<file path="config.mk">
export PLATFORM = sky130hd
export DESIGN_NAME = auto_dir_ctrl
export DESIGN_NICKNAME = d
export VERILOG_FILES = /design/src/rtl/auto_dir_pkg.sv /design/src/rtl/auto_dir_line.sv /design/src/rtl/auto_dir_guard.sv /design/src/rtl/auto_dir_irq.sv /design/src/rtl/auto_dir_ctrl.sv
export SDC_FILE = /design/constraint.sdc
export NUM_CORES = 1
export LEC_CHECK = 0
export BUFFER_PORTS_ARGS = -buffer_cell sky130_fd_sc_hd__buf_2
export CAP_MARGIN = 20
export CORE_AREA = 3 3 40 42
export CTS_CLUSTER_SIZE = 16
export DETAILED_ROUTE_END_ITERATION = 16
export DIE_AREA = 0 0 43 45
export GPL_ROUTABILITY_DRIVEN = 0
export HOLD_SLACK_MARGIN = 0.05
export PLACE_DENSITY = 0.3
export SLEW_MARGIN = 10
export SYNTH_ARGS = -nofsm -noshare
export SYNTH_HDL_FRONTEND = slang
export SYNTH_SLANG_ARGS = --single-unit
</file>
<file path="constraint.sdc">
create_clock -name clk -period 1.91 [get_ports clk]
set_clock_uncertainty 0.15 [all_clocks]
set_input_delay 0.2865 -clock clk [delete_from_list [all_inputs] [get_ports clk]]
set_output_delay 0.2865 -clock clk [all_outputs]
set_load 0.01 [all_outputs]
</file>
<file path="src/rtl/auto_dir_pkg.sv">
// Package: shared direction encoding for the automatic direction controller.
// Assumes: nothing; holds only types and constants.
package auto_dir_pkg;

    // Line-driver direction as carried on dir_out.
    typedef enum logic {
        DIR_RECEIVE  = 1'b0,
        DIR_TRANSMIT = 1'b1
    } dir_e;

    // Direction taken at reset: receive when automatic control owns the line.
    function automatic dir_e reset_dir(input logic auto_mode);
        return auto_mode ? DIR_RECEIVE : DIR_TRANSMIT;
    endfunction

endpackage

</file>
<file path="src/rtl/auto_dir_line.sv">
// Module: direction register.
// Automatic mode: a queued byte turns the driver on; the stop-bit strobe of the
// last character (queue empty, no concurrent write) turns it off; the write wins.
// Manual mode: the register copies the software RTS value.
// Also flags the cycle in which a write turns the driver on (guard arming).
// Assumes: byte_written and stop_bit_done are single-cycle pulses.
module auto_dir_line
    import auto_dir_pkg::*;
(
    input  logic clk,
    input  logic rst_n,
    input  logic auto_en,
    input  logic sw_rts,
    input  logic byte_written,
    input  logic tx_fifo_empty,
    input  logic stop_bit_done,
    output logic dir_q,
    output logic arm_guard
);

    dir_e dir_r;
    dir_e dir_nxt;
    logic last_stop;

    // Last stop bit of the last character with nothing new queued.
    assign last_stop = stop_bit_done && tx_fifo_empty && !byte_written;

    // Next direction per mode.
    always_comb begin
        dir_nxt = dir_r;
        if (!auto_en) begin
            dir_nxt = sw_rts ? DIR_TRANSMIT : DIR_RECEIVE;
        end else if (byte_written) begin
            dir_nxt = DIR_TRANSMIT;
        end else if (last_stop) begin
            dir_nxt = DIR_RECEIVE;
        end
    end

    // Direction register with mode-dependent reset value.
    always_ff @(posedge clk) begin
        if (!rst_n) begin
            dir_r <= reset_dir(auto_en);
        end else begin
            dir_r <= dir_nxt;
        end
    end

    // A write that finds the driver off arms the settling guard.
    assign arm_guard = auto_en && byte_written && (dir_r == DIR_RECEIVE);
    assign dir_q     = (dir_r == DIR_TRANSMIT);

endmodule

</file>
<file path="src/rtl/auto_dir_guard.sv">
// Module: settling guard. Counts GUARD_BITS bit ticks after the driver turns
// on and reports when the start bit may launch.
// Assumes: bit_tick is a single-cycle strobe; arm only while driver is off.
module auto_dir_guard #(
    parameter int GUARD_BITS = 1
) (
    input  logic clk,
    input  logic rst_n,
    input  logic auto_en,
    input  logic arm,
    input  logic bit_tick,
    output logic settled
);

    generate
        if (GUARD_BITS == 0) begin : g_no_guard
            // No settling time requested.
            assign settled = 1'b1;
        end else begin : g_guard
            localparam int CNT_W = $clog2(GUARD_BITS + 1);
            localparam logic [CNT_W-1:0] CNT_LOAD = CNT_W'(GUARD_BITS);

            logic [CNT_W-1:0] remain;

            // Load on arming, count ticks down, idle at zero.
            always_ff @(posedge clk) begin
                if (!rst_n || !auto_en) begin
                    remain <= '0;
                end else if (arm) begin
                    remain <= CNT_LOAD;
                end else if (bit_tick && remain != '0) begin
                    remain <= remain - 1'b1;
                end
            end

            assign settled = (remain == '0);
        end
    endgenerate

endmodule

</file>
<file path="src/rtl/auto_dir_irq.sv">
// Module: transmit interrupt source select. Manual mode reports queue empty;
// automatic mode reports queue empty and shift register idle.
// Assumes: status inputs are synchronous to clk.
module auto_dir_irq (
    input  logic clk,
    input  logic rst_n,
    input  logic auto_en,
    input  logic tx_fifo_empty,
    input  logic tsr_busy,
    output logic irq_q
);

    logic cond;

    // Pick the empty condition for the current mode.
    assign cond = auto_en ? (tx_fifo_empty && !tsr_busy) : tx_fifo_empty;

    // Registered interrupt source.
    always_ff @(posedge clk) begin
        if (!rst_n) begin
            irq_q <= 1'b0;
        end else begin
            irq_q <= cond;
        end
    end

endmodule

</file>
<file path="src/rtl/auto_dir_ctrl.sv">
// Module: top of the automatic half-duplex direction controller.
// Joins the direction register, settling guard and interrupt source select.
// Assumes: all inputs synchronous to clk; auto_en changes only around reset.
module auto_dir_ctrl #(
    parameter int GUARD_BITS = 1
) (
    input  logic clk,
    input  logic rst_n,
    input  logic auto_en,
    input  logic sw_rts,
    input  logic byte_written,
    input  logic tx_fifo_empty,
    input  logic tsr_busy,
    input  logic stop_bit_done,
    input  logic bit_tick,
    output logic dir_out,
    output logic tx_irq,
    output logic launch_ok
);

    logic arm_guard;
    logic settled;

    auto_dir_line u_line (
        .clk           (clk),
        .rst_n         (rst_n),
        .auto_en       (auto_en),
        .sw_rts        (sw_rts),
        .byte_written  (byte_written),
        .tx_fifo_empty (tx_fifo_empty),
        .stop_bit_done (stop_bit_done),
        .dir_q         (dir_out),
        .arm_guard     (arm_guard)
    );

    auto_dir_guard #(.GUARD_BITS(GUARD_BITS)) u_guard (
        .clk      (clk),
        .rst_n    (rst_n),
        .auto_en  (auto_en),
        .arm      (arm_guard),
        .bit_tick (bit_tick),
        .settled  (settled)
    );

    auto_dir_irq u_irq (
        .clk           (clk),
        .rst_n         (rst_n),
        .auto_en       (auto_en),
        .tx_fifo_empty (tx_fifo_empty),
        .tsr_busy      (tsr_busy),
        .irq_q         (tx_irq)
    );

    // Launch permitted in manual mode, or once the driver is on and settled.
    assign launch_ok = !auto_en || (dir_out && settled);

endmodule

</file>
==> implementation parameters <==
Parameter                              Value

Logic synthesis
  Netlist area before placement    136 µm²
  Xor/xnor share of the synthesized area    0
  Share of synthesized area occupied by flip-flops and latches    0.514
  Area leader, netlist    sky130_fd_sc_hd__dfxtp_1
  Share of Yosys cell area claimed by the top area cell type    0.294
  Simple-Gate Fraction of Synth Area    0.248
  Proportion of synthesized area in mux cells    0
  Compound-gate portion of the synthesized area    0.211
  Largest family of logic cells by synthesized area    simple AND/OR/NAND/NOR gates
  Gate Count Post-Synth    15
  Seq cells post-synth    3
  Yosys cell types    10
  Dominant cells by area after synthesis    sky130_fd_sc_hd__dfxtp_1 29%, sky130_fd_sc_hd__edfxtp_1 22%, sky130_fd_sc_hd__a21oi_1 11%
  Mean post-synth cell area    9.09 µm²
  Adder-cell share of the synthesized area    0
  Warning count from the yosys run    0
  Post-Syn Nets    24

Power and ir drop
  Peak supply drop    0.000164 V
  Cell Int Power    0.163 mW
  Power per cell area    890 mW/mm²
  Reported leakage power    0.110 nW
  Relative contribution of the clock network to total power    0.523
  Portion of total power attributed to sequential cells    0.346
  Switching power as a share of total power    0.223
  Power after layout    0.210 mW
  Share of power burned in combinational logic    0.130
  Switching component of the power    0.0470 mW

Worst setup path
  Type of the worst setup path    flop to output port
  Worst flop-to-flop path endpoint    u_guard.g_guard.remain
  Crit path required time    1.47 ns
  R2R setup slack    1.03 ns
  Data arrival time of the worst path    0.89 ns
  Sort of element at the start of the critical path    flop
  Worst reg2reg path startpoint    u_line.dir_q
  Highest net fanout along the worst path    3
  Depth of the worst register-to-register path    2
  Critical path capture point type    output port

Routing
  Violation count after the first detailed-routing iteration    1
  Top sig layer    met3
  Detailed Routing Iterations Pass 1    2
  Post-detailed-routing wire length    372 µm
  DRC violation count after routing    0
  DR vias/cell    3.53
  Met1 Routed Length    164 µm
  Antenna-violating nets left    0
  Average detailed-routed wire length per instance    8.27 µm
  Wire length on met3    60 µm
  Total met2 wirelength after detailed routing    147 µm
  Number of vias after detailed routing    159

Floorplan
  Die ar.    0.00194 mm²
  Std cell rows    13
  Core area    0.00128 mm²
  Die Ht    45 µm
  Horizontal die dimension    43 µm
  Initial Util    0.106
  Count of pins on the block boundary    12

Cells and area
  Register area    70.1 µm²
  Final standard cell count with taps included and fillers excluded    45
  Area of the multi-input gates    62.6 µm²
  Diodes inserted    0
  Fraction of final layout cells with drive strength greater than 1    0.500
  Filler Cell Count    156
  Net total in the final layout    40
  Fin util    0.184
  Area growth from synthesis to layout    73.4%

Timing
  Final-report max-slew violation count    0
  Post-route clock period utilization    0.695
  Total negative slack    0 ns
  Worst slew margin relative to its limit    0.889
  WHS    0.0819 ns
  Number of setup violations in the final report    0
  Slew of the pin with the lowest slew margin    0.167 ns
  Achievable clock frequency    753 MHz
  RSZ-0062 raised after global routing    no
  Minimum period implied by the final worst setup slack    1.33 ns
  Hold Vio Cnt, Final    0

GRT
  Global Route Usage Sum    0.0500
  Pin count of the biggest net entering global routing    6
  First-pass GRT wire length    627 µm
  Number of global-route vias before repair    150
  Total congestion overflow after global routing    0
  Initial antenna violation count    0

Place
  Number of I/O port buffers    11
  # placed instances    41

Clock tree
  Root buffer cell    sky130_fd_sc_hd__clkbuf_4
  CTS tree    built
  H-tree depth    1
  Total CTS buffers    3
  # resized after CTS    0
  Worst-skew pair later-pin latency    0.23 ns
  Clock transition at the registers of the reported paths    0.04 ns
  Number of clock sinks    3
  Clock tree buffer depth    2
  Post-CTS setup buffers    0
  Number of hold buffers added after cts    0

Hold path
  Startpoint of the most critical hold path    tsr_busy
  Hold WC Path Type    input port to flop
  Worst hold path stage count    2
  Hold endpoint    u_irq.irq_q

Flow run
  Count of max-cap constraint violations    0

Status
  Run status    completed
[power by group through the flow]
stage                     Combinational (mW)  Clock [mW]  Sequential, mW
after floorplan                      0.00901           0          0.0757
after global placement                0.0281           0          0.0737
after detailed placement              0.0278           0          0.0740
after CTS                             0.0279       0.116          0.0730
after global routing                  0.0314       0.125          0.0736
final                                 0.0274       0.110          0.0729
[cells by family (layout without fill, tap and decap cells)]
group | count (synthesis) | count (layout)
simple gates | 6 | 6
flops | 3 | 3
compound gates | 5 | 5
buf+inv | 1 | 16
[synthesized netlist by cell type, drive strengths merged]
cell and n:
a211o 1, nand2b 2, inv 1, o21ai 1
edfxtp 1, a21oi 3, nor3b 1, dfxtp 2
nand2 3
[critical path, stage by stage (launching register included)]
cell and delay [ns]:
sky130_fd_sc_hd__edfxtp_1 0.34, sky130_fd_sc_hd__inv_1 0.04, sky130_fd_sc_hd__o21ai_0 0.13, sky130_fd_sc_hd__buf_2 0.15
[area by class of cell]
type                            instances  share of cell area
Multi-Input combinational cell         11               0.265
Timing Repair Buffer                   11               0.233
Inverter                                1              0.0159
Sequential cell                         3               0.296
Clock buffer                            4               0.111
Tap cell                               15              0.0794
[routing by layer]
layer,vias to the layer above,track usage
li1,83,-
met5,-,0
met2,11,0.0479
met4,0,0.0723
met1,65,0.0554
met3,0,0.0359
[registers in the layout, indices dropped and copies added, names as in the netlist]
register                cells
u_irq.irq_q                 1
u_line.dir_q                1
u_guard.g_guard.remain      1
[worst max-delay path by stage]
| stage | slack [ns] | to | cells past startpoint | startpoint |
|---|---|---|---|---|
| after floorplan | 0.77 | launch_ok | 2 | u_line.dir_q |
| after global placement | 0.79 | u_line.dir_q | 3 | auto_en |
| after detailed placement | 0.80 | u_line.dir_q | 3 | auto_en |
| after CTS | 0.56 | launch_ok | 3 | u_line.dir_q |
| after global routing | 0.43 | launch_ok | 3 | u_line.dir_q |
| final | 0.58 | launch_ok | 3 | u_line.dir_q |
[cell usage in the layout, fill, tap and decap left out, drive strengths merged]
master  Yosys  final
nor3b       1      1
clkbuf      0      4
a211o       1      1
edfxtp      1      1
inv         1      1
a21oi       3      3
o21ai       1      1
nand2b      2      2
nand2       3      3
buf         0     11
dfxtp       2      2
[through the flow]
step / area (µm²) / setup slack, ns
final: 236 / 0.582
after global routing: 236 / 0.434
after CTS: 236 / 0.560
after detailed placement: 210 / 0.799
after global placement: 210 / 0.789
after floorplan: 136 / 0.768
Power figures use the tool's default switching activity.
